### src/rtl/spi_master_pkg.sv
package spi_master_pkg;
  localparam int BYTE_W = 8;
  localparam int ADDR_W = 3;

  localparam logic [ADDR_W-1:0] ADR_CTRL1 = 3'd0;
  localparam logic [ADDR_W-1:0] ADR_CTRL2 = 3'd1;
  localparam logic [ADDR_W-1:0] ADR_BAUD  = 3'd2;
  localparam logic [ADDR_W-1:0] ADR_STAT  = 3'd3;
  localparam logic [ADDR_W-1:0] ADR_DATA  = 3'd4;

  typedef struct packed {
    logic tx_irq_en;  // bit 7
    logic irq_en;     // bit 6
    logic auto_ssel;  // bit 5
    logic lsb_first;  // bit 4
    logic cpha;       // bit 3
    logic cpol;       // bit 2
    logic master;     // bit 1
    logic sys_en;     // bit 0
  } ctrl1_t;
endpackage

### src/rtl/spi_baud_gen.sv
module spi_baud_gen #(
  parameter int PRE_W  = 3,
  parameter int RATE_W = 3
) (
  input  logic              clk,
  input  logic              rst,
  input  logic              run,
  input  logic              clear,
  input  logic [PRE_W-1:0]  presc,
  input  logic [RATE_W-1:0] rate,
  output logic              tick
);
  localparam int CNT_W = PRE_W + (1 << RATE_W);

  logic [CNT_W-1:0] cnt;
  logic [CNT_W-1:0] half;

  always_comb begin
    half = CNT_W'(presc) + CNT_W'(1);
    half = half << rate;
  end

  assign tick = run && (cnt == half - CNT_W'(1));

  always_ff @(posedge clk) begin
    if (rst || clear || !run || tick) cnt <= '0;
    else                              cnt <= cnt + CNT_W'(1);
  end

  assert_half_bound_R5: assert property (@(posedge clk) disable iff (rst)
    run |-> (cnt < half));
endmodule

### src/rtl/spi_shift_engine.sv
module spi_shift_engine #(
  parameter int DATA_W = 8
) (
  input  logic              clk,
  input  logic              rst,
  input  logic              start,
  input  logic              abort,
  input  logic              tick,
  input  logic [DATA_W-1:0] tx_byte,
  input  logic              cpol,
  input  logic              cpha,
  input  logic              lsb_first,
  input  logic              miso_i,
  output logic              busy_o,
  output logic              sck_o,
  output logic              mosi_o,
  output logic              done_o,
  output logic [DATA_W-1:0] rx_byte_o
);
  localparam int EDGES = 2 * DATA_W;
  localparam int EC_W  = $clog2(EDGES + 1);

  function automatic logic [DATA_W-1:0] flip(input logic [DATA_W-1:0] v);
    logic [DATA_W-1:0] r;
    for (int i = 0; i < DATA_W; i++) r[i] = v[DATA_W-1-i];
    return r;
  endfunction

  logic [EC_W-1:0]   edge_cnt;
  logic [DATA_W-1:0] tx_sh, rx_sh, rx_next, rx_final, ld;
  logic              lead, sample_now, last_edge;

  assign ld         = lsb_first ? flip(tx_byte) : tx_byte;
  assign lead       = ~edge_cnt[0];
  assign sample_now = (lead != cpha);
  assign last_edge  = (edge_cnt == EC_W'(EDGES - 1));
  assign rx_next    = {rx_sh[DATA_W-2:0], miso_i};
  assign rx_final   = sample_now ? rx_next : rx_sh;

  always_ff @(posedge clk) begin
    if (rst) begin
      busy_o    <= 1'b0;
      edge_cnt  <= '0;
      tx_sh     <= '0;
      rx_sh     <= '0;
      sck_o     <= 1'b0;
      mosi_o    <= 1'b0;
      done_o    <= 1'b0;
      rx_byte_o <= '0;
    end else begin
      done_o <= 1'b0;
      if (abort) begin
        busy_o   <= 1'b0;
        edge_cnt <= '0;
        sck_o    <= cpol;
      end else if (start) begin
        busy_o   <= 1'b1;
        edge_cnt <= '0;
        tx_sh    <= ld;
        sck_o    <= cpol;
        if (!cpha) mosi_o <= ld[DATA_W-1];
      end else if (busy_o && tick) begin
        edge_cnt <= edge_cnt + EC_W'(1);
        sck_o    <= ~sck_o;
        if (sample_now) begin
          rx_sh <= rx_next;
        end else if (cpha) begin
          mosi_o <= tx_sh[DATA_W-1];
          tx_sh  <= tx_sh << 1;
        end else if (!last_edge) begin
          mosi_o <= tx_sh[DATA_W-2];
          tx_sh  <= tx_sh << 1;
        end
        if (last_edge) begin
          busy_o    <= 1'b0;
          done_o    <= 1'b1;
          rx_byte_o <= lsb_first ? flip(rx_final) : rx_final;
        end
      end else if (!busy_o) begin
        sck_o <= cpol;
      end
    end
  end

  assert_edge_bound_R1: assert property (@(posedge clk) disable iff (rst)
    busy_o |-> (edge_cnt < EC_W'(EDGES)));
  assert_idle_level_R2: assert property (@(posedge clk) disable iff (rst)
    (!busy_o && !$past(busy_o) && $stable(cpol)) |-> (sck_o == cpol));
endmodule

### src/rtl/spi_ssel_ctl.sv
module spi_ssel_ctl #(
  parameter int SYNC_STAGES = 2
) (
  input  logic clk,
  input  logic rst,
  input  logic fault_en,
  input  logic auto_en,
  input  logic active,
  input  logic start,
  input  logic busy,
  input  logic ssel_i,
  output logic ssel_o,
  output logic ssel_oe,
  output logic fault_o
);
  logic [SYNC_STAGES-1:0] sync_q;
  logic                   auto_mode;

  assign auto_mode = fault_en && auto_en && active;
  assign fault_o   = fault_en && !auto_en && active && !sync_q[SYNC_STAGES-1];

  always_ff @(posedge clk) begin
    if (rst) begin
      sync_q  <= '1;
      ssel_o  <= 1'b1;
      ssel_oe <= 1'b0;
    end else begin
      sync_q  <= {sync_q[SYNC_STAGES-2:0], ssel_i};
      ssel_oe <= auto_mode;
      ssel_o  <= !(auto_mode && (start || busy));
    end
  end

  assert_auto_low_R6: assert property (@(posedge clk) disable iff (rst)
    (auto_mode && $stable(auto_mode) && busy) |-> !ssel_o);
  assert_no_drive_R8: assert property (@(posedge clk) disable iff (rst)
    $past(!fault_en) |-> (!ssel_oe && ssel_o));
endmodule

### src/rtl/spi_master_regs.sv
module spi_master_regs
  import spi_master_pkg::*;
#(
  parameter int PRE_W  = 3,
  parameter int RATE_W = 3
) (
  input  logic              clk,
  input  logic              rst,
  input  logic              reg_en,
  input  logic              reg_we,
  input  logic [ADDR_W-1:0] reg_addr,
  input  logic [BYTE_W-1:0] reg_wdata,
  output logic [BYTE_W-1:0] reg_rdata,
  output logic              sck_o,
  output logic              sck_oe,
  output logic              mosi_o,
  input  logic              miso_i,
  output logic              ssel_o,
  output logic              ssel_oe,
  input  logic              ssel_i,
  output logic              irq_o,
  output logic              irq_tx_o
);
  ctrl1_t            ctrl1;
  logic              fault_en;
  logic [PRE_W-1:0]  presc;
  logic [RATE_W-1:0] rate;
  logic              done_flag, fault_flag, arm_done, arm_fault;
  logic              busy, done_p, tick, fault_p, active, start, abort;
  logic              wr, rd;
  logic [BYTE_W-1:0] rx_byte, status;

  assign wr     = reg_en && reg_we;
  assign rd     = reg_en && !reg_we;
  assign active = ctrl1.sys_en && ctrl1.master;
  assign abort  = !active || fault_p;
  assign start  = wr && (reg_addr == ADR_DATA) && active && !busy && !fault_p;
  assign status = {done_flag, 1'b0, !busy, fault_flag, 4'b0};

  spi_baud_gen #(.PRE_W(PRE_W), .RATE_W(RATE_W)) u_baud (
    .clk(clk), .rst(rst), .run(busy), .clear(start),
    .presc(presc), .rate(rate), .tick(tick)
  );

  spi_shift_engine #(.DATA_W(BYTE_W)) u_shift (
    .clk(clk), .rst(rst), .start(start), .abort(abort), .tick(tick),
    .tx_byte(reg_wdata), .cpol(ctrl1.cpol), .cpha(ctrl1.cpha),
    .lsb_first(ctrl1.lsb_first), .miso_i(miso_i), .busy_o(busy),
    .sck_o(sck_o), .mosi_o(mosi_o), .done_o(done_p), .rx_byte_o(rx_byte)
  );

  spi_ssel_ctl #(.SYNC_STAGES(2)) u_ssel (
    .clk(clk), .rst(rst), .fault_en(fault_en), .auto_en(ctrl1.auto_ssel),
    .active(active), .start(start), .busy(busy), .ssel_i(ssel_i),
    .ssel_o(ssel_o), .ssel_oe(ssel_oe), .fault_o(fault_p)
  );

  always_ff @(posedge clk) begin
    if (rst) begin
      ctrl1      <= '0;
      fault_en   <= 1'b0;
      presc      <= '0;
      rate       <= '0;
      done_flag  <= 1'b0;
      fault_flag <= 1'b0;
      arm_done   <= 1'b0;
      arm_fault  <= 1'b0;
    end else begin
      if (wr && reg_addr == ADR_CTRL1) begin
        ctrl1 <= ctrl1_t'(reg_wdata);
        if (arm_fault) begin
          fault_flag <= 1'b0;
          arm_fault  <= 1'b0;
        end
      end
      if (wr && reg_addr == ADR_CTRL2) fault_en <= reg_wdata[0];
      if (wr && reg_addr == ADR_BAUD) begin
        presc <= reg_wdata[4 +: PRE_W];
        rate  <= reg_wdata[0 +: RATE_W];
      end
      if (rd && reg_addr == ADR_STAT) begin
        if (done_flag)  arm_done  <= 1'b1;
        if (fault_flag) arm_fault <= 1'b1;
      end
      if (rd && reg_addr == ADR_DATA && arm_done) begin
        done_flag <= 1'b0;
        arm_done  <= 1'b0;
      end
      if (done_p) done_flag <= 1'b1;
      if (fault_p) begin
        fault_flag   <= 1'b1;
        ctrl1.master <= 1'b0;
      end
    end
  end

  always_ff @(posedge clk) begin
    if (rst) begin
      reg_rdata <= '0;
      sck_oe    <= 1'b0;
      irq_o     <= 1'b0;
      irq_tx_o  <= 1'b0;
    end else begin
      sck_oe   <= active;
      irq_o    <= ctrl1.irq_en && (done_flag || fault_flag);
      irq_tx_o <= ctrl1.tx_irq_en && !busy;
      if (rd) begin
        case (reg_addr)
          ADR_CTRL1: reg_rdata <= ctrl1;
          ADR_CTRL2: reg_rdata <= {7'b0, fault_en};
          ADR_BAUD:  reg_rdata <= {1'b0, presc, 1'b0, rate};
          ADR_STAT:  reg_rdata <= status;
          ADR_DATA:  reg_rdata <= rx_byte;
          default:   reg_rdata <= '0;
        endcase
      end
    end
  end

  assert_fault_exits_master_R7: assert property (@(posedge clk) disable iff (rst)
    $rose(fault_flag) |-> !ctrl1.master);
  assert_abort_no_done_R12: assert property (@(posedge clk) disable iff (rst)
    $fell(ctrl1.sys_en) |=> !done_p);
endmodule

### config.mk
export PLATFORM = sky130hd
export DESIGN_NAME = spi_master_regs
export DESIGN_NICKNAME = d
export VERILOG_FILES = /design/src/rtl/spi_master_pkg.sv /design/src/rtl/spi_baud_gen.sv /design/src/rtl/spi_shift_engine.sv /design/src/rtl/spi_ssel_ctl.sv /design/src/rtl/spi_master_regs.sv
export SDC_FILE = /design/constraint.sdc
export NUM_CORES = 1
export LEC_CHECK = 0
export BUFFER_PORTS_ARGS = -buffer_cell sky130_fd_sc_hd__buf_2
export CAP_MARGIN = 40
export CORE_MARGIN = 10
export CORE_UTILIZATION = 65
export CTS_CLUSTER_DIAMETER = 80
export DETAILED_ROUTE_END_ITERATION = 7
export PLACE_DENSITY = 0.87
export SYNTH_ARGS = -nofsm -noshare
export SYNTH_HDL_FRONTEND = slang
export SYNTH_HIERARCHICAL = 1
export SYNTH_SLANG_ARGS = --single-unit
### constraint.sdc
create_clock -name clk -period 7.75 [get_ports clk]
set_input_delay 2.325 -clock clk [delete_from_list [all_inputs] [get_ports clk]]
set_output_delay 2.325 -clock clk [all_outputs]
set_load 0.02 [all_outputs]
==> run_results.csv, run 1 <==
group,metric,value,unit
clock_network,cts_tree,"yes",
timing,period_needed,5070,ps
clock_network,clock-root-buffer,"clkbuf_8",
global_route,grt_max_degree,51,
placement,port_buffers,31,
timing,slew_viol_final,0,
route,wl_per_cell,17.3,microns
logic_synthesis,synth_area_leaders,"dfxtp_1 35%, mux2i_1 8.1%, nor2_1 4.5%",
clock_network,cts_buffers,9,
clock_network,cts-htree-levels,3,
layout,drive_gt1_share,15.2,%
route,wl,10.5,mm
outcome,status,"complete, no violations",
layout,fillCellCount,500,
power,pwr_density_cell,153,mW/mm^2
route,first_pass_iters,5,
power,peakVddDrop,0.000105,V
timing,setup-tns-final,0,ps
logic_synthesis,synth_area_per_cell,8.73,sq um
layout,area_growth,6.69,%
logic_synthesis,synth-seq-area-share,35.1,%
route,drtIter0Drc,369,
critical_path,crit_type,"flip-flop to flip-flop",
power,pwr-share-clk,38.3,%
timing,skew,19.0,ps
logic_synthesis,post-synth-top-count-cell,"dfxtp_1",
critical_path,cp-end-kind,"flip-flop",
logic_synthesis,synth_common_cells,"78 x dfxtp_1, 53 x nor2_1, 49 x nand2_1, 36 x mux2i_1, 26 x a21oi_1",
floorplanning,io_pins,32,
power,share_seq_of_total_power,55.6,%
timing,finalHoldViolations,0,
critical_path,critPathArrivalTime,5320,ps
global_route,grt_use_total,20.3,%
flow_run,drv_cap,0,
placement,place_congestion,0.869,
global_route,grt_pass1_vias,3596,
timing,tightest_slew,915,ps
global_route,grt_pass1_wl,17.4,mm
logic_synthesis,async_flop_share,0,%
logic_synthesis,synth-edff-count,0,
clock_network,post-cts-setup-buffers,0,
logic_synthesis,synth_cell_types,82,
power,p_comb_share,6.1,%
global_route,overflow,0,
clock_network,clockBufferDepth,2,
placement,dp_hpwl,7.58,mm
floorplanning,fp-row-count,30,
floorplanning,die_w,103,microns
critical_path,crit_required,8000,ps
timing,setup_viol,0,
timing,hold_ws,419,ps
floorplanning,die-area,0.0106,sq mm
global_route,antenna_found_initial,0,
logic_synthesis,synth-seq-cells,78,
logic_synthesis,yosysTopAreaCell,"dfxtp_1",
hold_path,worstHoldStart,"u_ssel/sync_q[0]",
layout,n_antenna_cell,0,
route,vias,3874,
clock_network,clock_sinks,78,
floorplanning,die_h,103,microns
logic_synthesis,netlist_instances,510,
clock_network,clk_latency,360,ps
layout,num-nets-final,543,
critical_path,crit_path_start,"presc[0]",
clock_network,cts-resized-gates,0,
power,p_leak,1.67,nW
logic_synthesis,synth-main-ff-cell,"dfxtp_1",
route,drc,0,
floorplanning,core_area,0.00672,sq mm
timing,relSlewSlack,39.0,%
critical_path,crit_path_start_kind,"flip-flop",
timing,fmax,197,MHz
route,vias_per_cell,6.39,
clock_network,cts_hold_buf,0,
logic_synthesis,netlist_area,0.00445,sq mm
clock_network,clkTransAtPathRegs,80,ps
power,p_sw_share,26.2,%
route,ant_nets,0,
power,switchingPower,0.000191,W
logic_synthesis,syn-num-nets,532,
timing,fin_crit_sh,65.4,%
critical_path,r2r_start,"presc[0]",
logic_synthesis,synth_top_area_share,35.1,%
hold_path,hold_class,"flip-flop to flip-flop",
logic_synthesis,ys_warn_count,6,
floorplanning,initial_core_util,66.2,%
critical_path,cp_max_fo,15,
timing,rsz0062_at_grt,"false",
power,p_int,0.000537,W
per-layer routing:
layer | GRT usage, % | up-vias | routed length, microns | part of all wire (%)
li1 | - | 1882 | - | -
met1 | 28.1 | 1829 | 4810 | 46
met2 | 29.8 | 147 | 4670 | 45
met3 | 5.83 | 16 | 849 | 8.1
met4 | 5.88 | 0 | 147 | 1.4
met5 | 0 | - | 0 | 0
final cells by class:
type                    instances  area (sq um)  share of cell area [%]
inverters                      12          45.0                   0.949
repair buffers                 35           183                    3.85
well taps                      80           100                    2.11
clock inverters                 7          56.3                    1.19
flip-flops and latches         78          1560                    32.9
multi-input cells             385          2680                    56.4
clock buffers                   9           124                    2.61
logic make-up after synthesis:
kind of cell,synth area share (%)
simple gates,24.0
compound gates,19.9
fa+ha+maj,1.41
mux,9.11
xor+xnor,5.57
flops,35.1
buf+inv,5.00
power by group through the flow:
| stage | clock, W | combinational [W] | sequential (W) |
|---|---|---|---|
| 2_1_floorplan | 0 | 0.0000331 | 0.000413 |
| 3_3_place_gp | 0 | 0.0000424 | 0.000414 |
| 3_5_place_dp | 0 | 0.0000433 | 0.000414 |
| 4_1_cts | 0.000280 | 0.0000436 | 0.000405 |
| 5_1_grt | 0.000300 | 0.0000482 | 0.000405 |
| 6_report | 0.000279 | 0.0000447 | 0.000405 |
worst max-delay path, cell delays in order (launching register included):
cell and delay, ps:
dfxtp_1 600, ha_1 310, xor2_2 520, a211oi_2 180, or3_4 440, o21a_1 180
a221o_1 360, a221oi_2 700, and3_1 410, a21oi_1 140, a311oi_2 520, buf_4 260
a21oi_1 80, a311oi_1 250
stage by stage:
stage               total power, W  area, sq um  setup slack (ps)  util, %  instances
finish                    0.000728         4750              2680     70.7        606
global route              0.000754         4750              2330     70.7        606
CTS                       0.000728         4740              2560     70.6        605
detailed placement        0.000457         4560              2650     67.9        589
global placement          0.000456         4560              2840     67.8        588
floorplan                 0.000446         4450              3090        -        510
placed cells by master, fill, tap and decap left out, types with 3 or more instances in the layout:
| cell | n |
|---|---|
| dfxtp_1 | 78 |
| nor2_1 | 53 |
| nand2_1 | 49 |
| mux2i_1 | 36 |
| buf_2 | 32 |
| a21oi_1 | 26 |
| xnor2_1 | 16 |
| inv_1 | 12 |
| o21ai_1 | 12 |
| a211oi_1 | 11 |
| a31oi_1 | 11 |
| nand2b_1 | 10 |
| nand3_1 | 10 |
| clkbuf_8 | 9 |
| o221ai_1 | 9 |
| nor3_1 | 8 |
| and3_1 | 7 |
| nand4_1 | 7 |
| o21ai_0 | 6 |
| a22o_1 | 6 |
| xor2_1 | 6 |
| or2_2 | 5 |
| ha_1 | 5 |
| a311oi_1 | 4 |
| and2_1 | 4 |
| or3_1 | 4 |
| nor2b_1 | 3 |
| nor3b_1 | 3 |
| inv_6 | 3 |
| buf_4 | 3 |
| a221oi_1 | 3 |
| and4_1 | 3 |
| o21a_1 | 3 |
path summary, 6_finish.rpt:
kind | endpoint | slack [ps] | cells after the start
min reg2reg | u_ssel/sync_q[1] | 420 | 1
max reg2reg | u_shift/mosi_o | 2680 | 13
min | u_ssel/sync_q[1] | 420 | 1
max | u_shift/mosi_o | 2680 | 13
sequential cells by signal, summed over array words and instances (netlist names), 2 cells and up:
name	count
ctrl1	8
presc	3
rate	3
reg_rdata	8
u_baud/cnt	11
u_shift/edge_cnt	5
u_shift/rx_byte_o	8
u_shift/rx_sh	8
u_shift/tx_sh	8
u_ssel/sync_q	2
No activity file was read; power rests on OpenSTA's default activity.
==> run 2, diff against run 1 <==
--- a/config.mk
+++ b/config.mk
@@ -5,13 +5,14 @@
 export SDC_FILE = /design/constraint.sdc
 export NUM_CORES = 1
 export LEC_CHECK = 0
+export ABC_AREA = 1
 export BUFFER_PORTS_ARGS = -buffer_cell sky130_fd_sc_hd__buf_2
 export CAP_MARGIN = 40
 export CORE_MARGIN = 10
-export CORE_UTILIZATION = 65
+export CORE_UTILIZATION = 61
 export CTS_CLUSTER_DIAMETER = 80
 export DETAILED_ROUTE_END_ITERATION = 7
-export PLACE_DENSITY = 0.87
+export PLACE_DENSITY = 0.82
 export SYNTH_ARGS = -nofsm -noshare
 export SYNTH_HDL_FRONTEND = slang
 export SYNTH_HIERARCHICAL = 1
==> constraint.sdc (replaced) <==
create_clock -name clk -period 4.9 [get_ports clk]
set_input_delay 1.47 -clock clk [delete_from_list [all_inputs] [get_ports clk]]
set_output_delay 1.47 -clock clk [all_outputs]
set_load 0.02 [all_outputs]
==> run 2 against run 1 <==
Setup slack got worse by 1300 ps. Clock skew decreased by 3.5 ps. Sequential power increased by 59%. Largest cell class unchanged.
==> run_results.csv, run 2 <==
group,metric,value,unit
timing,skew,15.6,ps
floorplanning,die_w,108,microns
hold_path,hold_class,"flip-flop to flip-flop",
critical_path,r2r_cells,25,
critical_path,cp_slowest_stage_delay,560,ps
global_route,grt_use_total,18.5,%
timing,fin_crit_sh,71.6,%
logic_synthesis,synth-seq-cells,78,
clock_network,post-cts-setup-buffers,0,
logic_synthesis,synth_common_cells,"127 x nand2_1, 84 x inv_1, 81 x nand3_1, 78 x dfxtp_1, 74 x nor2_1",
clock_network,cts_tree,"yes",
logic_synthesis,async_flop_share,0,%
clock_network,cts_buffers,9,
layout,final_cell_mix,"127 x nand2_1, 84 x inv_1, 81 x nand3_1, 78 x dfxtp_1, 74 x nor2_1",
global_route,grt_pass1_wl,18.0,mm
logic_synthesis,netlist_instances,691,
critical_path,r2r_start,"presc[0]",
power,switchingPower,0.000322,W
timing,rsz0062_at_grt,"false",
timing,slew_viol_final,0,
power,power,0.00124,W
logic_synthesis,synth-edff-count,0,
logic_synthesis,synth_area_per_cell,6.83,sq um
power,p_leak,2.27,nW
clock_network,clockBufferDepth,2,
global_route,overflow,0,
route,vias_per_cell,5.35,
layout,num-nets-final,736,
timing,tightest_slew,771,ps
outcome,status,"complete, no violations",
timing,setup_viol,0,
flow_run,drv_cap,0,
clock_network,clkTransAtPathRegs,90,ps
power,p_int,0.000918,W
timing,period_needed,3510,ps
logic_synthesis,synth_area_leaders,"dfxtp_1 33%, nand2_1 10%, nand3_1 8.6%",
critical_path,crit_path_start,"presc[0]",
logic_synthesis,netlist_area,0.00472,sq mm
layout,drive_gt1_share,20.9,%
route,wl_per_cell,13.0,microns
route,wl,10.7,mm
logic_synthesis,yosysTopAreaCell,"dfxtp_1",
clock_network,clk_latency,360,ps
floorplanning,core_area,0.00765,sq mm
critical_path,rrSetupSlack,1390,ps
critical_path,regToRegEndpoint,"u_shift/rx_byte_o[6]",
timing,fmax,285,MHz
power,pwr_density_cell,244,mW/mm^2
placement,place_congestion,0.925,
logic_synthesis,synth-main-ff-cell,"dfxtp_1",
critical_path,cp_max_fo,20,
route,first_pass_iters,6,
layout,area_growth,7.47,%
timing,relSlewSlack,48.5,%
critical_path,crit_path_top_delay_cell,"dfxtp_1",
global_route,grt_pass1_vias,4031,
route,vias,4396,
power,p_sw_share,26.0,%
logic_synthesis,ys_warn_count,6,
clock_network,cts_hold_buf,0,
floorplanning,initial_core_util,61.7,%
placement,dp_hpwl,7.93,mm
logic_synthesis,synth_cell_types,44,
clock_network,cts-resized-gates,0,
layout,top_register,"u_baud/cnt",
global_route,antenna_found_initial,0,
critical_path,critPathArrivalTime,3770,ps
timing,finalHoldViolations,0,
critical_path,cp-end-kind,"flip-flop",
layout,n_antenna_cell,0,
critical_path,crit_type,"flip-flop to flip-flop",
critical_path,crit_path_end,"u_shift/rx_byte_o[6]",
route,ant_nets,0,
layout,final_common_cell,"nand2_1",
power,p_comb_share,7.6,%
logic_synthesis,synth-seq-area-share,33.1,%
floorplanning,die-area,0.0117,sq mm
route,drtIter0Drc,214,
logic_synthesis,syn-num-nets,713,
power,share_seq_of_total_power,51.8,%
placement,port_buffers,31,
logic_synthesis,synth_top_area_share,33.1,%
global_route,grt_max_degree,44,
power,pwr-share-clk,40.6,%
layout,largest_register_ffs,11,
logic_synthesis,post-synth-top-count-cell,"nand2_1",
clock_network,clock-root-buffer,"clkbuf_8",
clock_network,cts-htree-levels,3,
critical_path,crit_required,5160,ps
floorplanning,die_h,108,microns
power,peakVddDrop,0.000146,V
timing,setup-tns-final,0,ps
clock_network,clock_sinks,78,
floorplanning,fp-row-count,32,
critical_path,crit_path_start_kind,"flip-flop",
floorplanning,io_pins,32,
route,drc,0,
[run 2: cell type report]
| class | count | area, sq um |
|---|---|---|
| inverters | 101 | 387 |
| clock buffers | 10 | 138 |
| well taps | 102 | 128 |
| flip-flops and latches | 78 | 1560 |
| multi-input cells | 491 | 2620 |
| clock inverters | 6 | 71.3 |
| fillers | 673 | 2570 |
| repair buffers | 33 | 170 |
[run 2: kinds of logic (layout without fill, tap and decap cells)]
kind of cell,after synthesis,count (layout),synth area share (%)
XOR/XNOR,15,15,2.78
adder cells (fa/ha/maj),5,5,1.32
AO/OA/AOI/OAI,85,85,10.4
AND/OR/NAND/NOR,386,386,40.9
flip-flops,78,78,33.1
buffers and inverters,122,150,11.6
[run 2: worst min-delay path by stage]
stage / start / end / slack [ps] / depth (start not counted)
2_1_floorplan: u_ssel/sync_q[0] / u_ssel/sync_q[1] / 380 / 1
3_3_place_gp: u_ssel/sync_q[0] / u_ssel/sync_q[1] / 420 / 1
3_5_place_dp: u_ssel/sync_q[0] / u_ssel/sync_q[1] / 410 / 1
4_1_cts: u_ssel/sync_q[0] / u_ssel/sync_q[1] / 430 / 1
5_1_grt: u_ssel/sync_q[0] / u_ssel/sync_q[1] / 450 / 1
6_report: u_ssel/sync_q[0] / u_ssel/sync_q[1] / 430 / 1
[run 2: power by group through the flow]
stage	Clock (W)	Sequential (W)	Combinational (W)
2_1_floorplan	0	0.000656	0.0000692
4_1_cts	0.000510	0.000642	0.0000930
5_1_grt	0.000538	0.000643	0.000104
6_report	0.000503	0.000643	0.0000938
3_5_place_dp	0	0.000658	0.0000923
3_3_place_gp	0	0.000657	0.0000899
[run 2: critical path, delay by kind of cell (launching register included)]
kind	cells	cell delay (ps)
buf+inv	5	420
compound gates	4	420
flops	1	560
fa+ha+maj	2	560
simple gates	14	1430
[run 2: metrics by stage]
stage	area, sq um	hold WS, ps	worst slack (ps)	std cells	utilization [%]
CTS	5070	430	1420	821	66.4
finish	5070	428	1390	821	66.4
global placement	4870	417	1520	805	63.6
floorplan	4720	383	1420	691	-
global route	5070	446	992	821	66.4
detailed placement	4870	413	1450	805	63.6
[run 2: metal layers]
layer  track usage, %  vias up  part of all wire, %
li1                 -     2245                    -
met1             23.3     2001                   46
met2             30.5      132                   47
met4             7.16        0                  1.8
met3             3.39       18                  5.7
met5                0        -                    0
==> run 3, diff against run 2 <==
--- a/config.mk
+++ b/config.mk
@@ -9,10 +9,10 @@
 export BUFFER_PORTS_ARGS = -buffer_cell sky130_fd_sc_hd__buf_2
 export CAP_MARGIN = 40
 export CORE_MARGIN = 10
-export CORE_UTILIZATION = 61
+export CORE_UTILIZATION = 55
 export CTS_CLUSTER_DIAMETER = 80
 export DETAILED_ROUTE_END_ITERATION = 7
-export PLACE_DENSITY = 0.82
+export PLACE_DENSITY = 0.78
 export SYNTH_ARGS = -nofsm -noshare
 export SYNTH_HDL_FRONTEND = slang
 export SYNTH_HIERARCHICAL = 1
==> constraint.sdc (replaced) <==
create_clock -name clk -period 3.1 [get_ports clk]
set_input_delay 0.93 -clock clk [delete_from_list [all_inputs] [get_ports clk]]
set_output_delay 0.93 -clock clk [all_outputs]
set_load 0.02 [all_outputs]
==> run 3 against run 2 <==
Core utilization decreased by 2.1 points. Sequential power rose by 57%. Sequential share of layout area down 1.4 points. Critical endpoint is now u_shift/tx_sh[4]. Largest power group unchanged.
==> run_results.csv, run 3 (synthesized netlist as in run 2, its figures left out) <==
group,metric,value,unit
global_route,grt_util_met2,28.8,%
global_route,use_met1,22.2,%
global_route,overflow,0,
critical_path,crit_type,"flip-flop to flip-flop",
clock_network,cts_buffers,9,
route,drc,0,
hold_path,holdPathStages,2,
layout,post-route-cell-area,0.00533,sq mm
floorplanning,core_area,0.00830,sq mm
floorplanning,fp-row-count,33,
floorplanning,io_pins,32,
clock_network,clock_sinks,78,
hold_path,hold_class,"flip-flop to flip-flop",
hold_path,hold_end,"done_flag",
power,p_int,0.00145,W
global_route,grt_pass1_vias,4146,
placement,port_buffers,31,
placement,dp_hpwl,8.36,mm
critical_path,cp_slowest_stage_delay,350,ps
critical_path,cp_max_fo,7,
layout,drive_gt1_share,25.1,%
timing,period_needed,2940,ps
critical_path,critPathArrivalTime,3190,ps
critical_path,r2r_cells,25,
critical_path,r2r_start,"presc[0]",
timing,fin_ws,158,ps
route,vias,4489,
timing,skew,11.6,ps
clock_network,clkTransAtPathRegs,80,ps
timing,tightest_slew,506,ps
power,share_seq_of_total_power,52.0,%
critical_path,regToRegEndpoint,"u_shift/tx_sh[4]",
layout,final_cell_mix,"126 x nand2_1, 82 x inv_1, 81 x nand3_1, 75 x dfxtp_1, 71 x nor2_1",
global_route,grt_use_total,17.4,%
clock_network,clockBufferDepth,2,
power,p_leak,2.40,nW
layout,num-nets-final,756,
critical_path,crit_path_top_delay_cell,"dfxtp_2",
flow_run,drv_cap,0,
global_route,grt-busiest-layer,"met2",
route,wl,11.5,mm
route,wl_per_cell,13.6,microns
floorplanning,die_w,113,microns
timing,fmax,340,MHz
critical_path,crit_required,3350,ps
floorplanning,initial_core_util,56.9,%
placement,place_congestion,0.879,
placement,dpl_cell_area,0.00495,sq mm
route,first_pass_iters,7,
layout,top_register,"u_baud/cnt",
floorplanning,die-area,0.0127,sq mm
layout,area_growth,12.9,%
timing,setup_viol,0,
global_route,grt_pass1_wl,18.8,mm
timing,slew_viol_final,0,
global_route,grt_max_degree,26,
layout,largest_register_ffs,11,
critical_path,cp_common_cell,"nor2_1",
global_route,antenna_found_initial,0,
outcome,status,"complete, no violations",
clock_network,cts-htree-levels,3,
clock_network,cts_hold_buf,0,
timing,finalHoldViolations,0,
layout,final_common_cell,"nand2_1",
layout,n_antenna_cell,0,
critical_path,crit_path_start_kind,"flip-flop",
route,vias_per_cell,5.33,
layout,fillCellCount,721,
clock_network,clk_latency,350,ps
placement,place_ws,-12.7,ps
power,switchingPower,0.000497,W
power,pwr-share-clk,39.6,%
timing,fin_crit_sh,94.9,%
global_route,grt.met3_usage,3.46,%
route,ant_nets,0,
power,p_comb_share,8.3,%
clock_network,clock-root-buffer,"clkbuf_8",
critical_path,rrSetupSlack,160,ps
power,peakVddDrop,0.000213,V
hold_path,worstHoldStart,"u_shift/done_o",
layout,regArea,0.00157,sq mm
floorplanning,die_h,113,microns
route,drtIter0Drc,346,
power,p_sw_share,25.5,%
layout,multi_input_area,0.00272,sq mm
timing,relSlewSlack,66.3,%
critical_path,cp-end-kind,"flip-flop",
timing,rsz0062_at_grt,"true",
clock_network,cts_tree,"yes",
power,power,0.00195,W
power,pwr_density_cell,365,mW/mm^2
## run 3: what timing repair did
action | 4_1_cts | 5_1_grt
endpoints found under the setup margin | 20 | 28
cloned | 1 | 1
pin swaps | 1 | 17
buffers inserted | 0 | 9
gates resized for setup | 5 | 20
## run 3: worst max-delay path by stage
stage	to	slack, ps	start	depth (start not counted)
after floorplan	u_shift/sck_o	120	presc[0]	25
after global routing	u_shift/tx_sh[4]	-90	presc[0]	25
final	u_shift/tx_sh[4]	160	presc[0]	25
after detailed placement	u_shift/rx_sh[3]	-10	rate[0]	23
after global placement	u_shift/done_o	80	presc[0]	23
after CTS	u_shift/rx_byte_o[5]	4	presc[0]	25
## run 3: routing by layer
metal	part of all wire (%)	wire (microns)	vias to the layer above
met5	0	0	-
met4	1.7	194	0
met3	5.5	630	23
met1	45	5220	2067
li1	-	-	2284
met2	47	5430	115
## run 3: power groups by stage
stage / Sequential, W / Combinational, W / Clock (W)
2_1_floorplan: 0.00104 / 0.000109 / 0
5_1_grt: 0.00101 / 0.000178 / 0.000826
3_3_place_gp: 0.00104 / 0.000149 / 0
6_report: 0.00101 / 0.000162 / 0.000772
3_5_place_dp: 0.00104 / 0.000153 / 0
4_1_cts: 0.00101 / 0.000154 / 0.000782
## run 3: stage by stage
step	hold slack, ps	instances	util, %	setup TNS (ps)
floorplan	383	691	-	0
CTS	428	833	62.3	0
finish	427	843	64.2	0
detailed placement	409	817	59.6	-17.5
global placement	416	817	59.6	0
global route	454	843	64.2	-552
## run 3: critical path: cells and delay by family, from the launching register on
| kind | cells | cell delay (ps) |
|---|---|---|
| flops | 1 | 350 |
| fa+ha+maj | 2 | 470 |
| compound gates | 4 | 370 |
| simple gates | 15 | 1300 |
| buf+inv | 4 | 350 |
## run 3: cell type report
cell class | instances | area share [%]
clock buffer | 10 | 2.58
clock inverter | 5 | 1.13
inverter | 101 | 7.42
multi-input combinational | 493 | 51.0
sequential | 78 | 29.4
tap | 105 | 2.46
timing repair buffer | 51 | 6.03
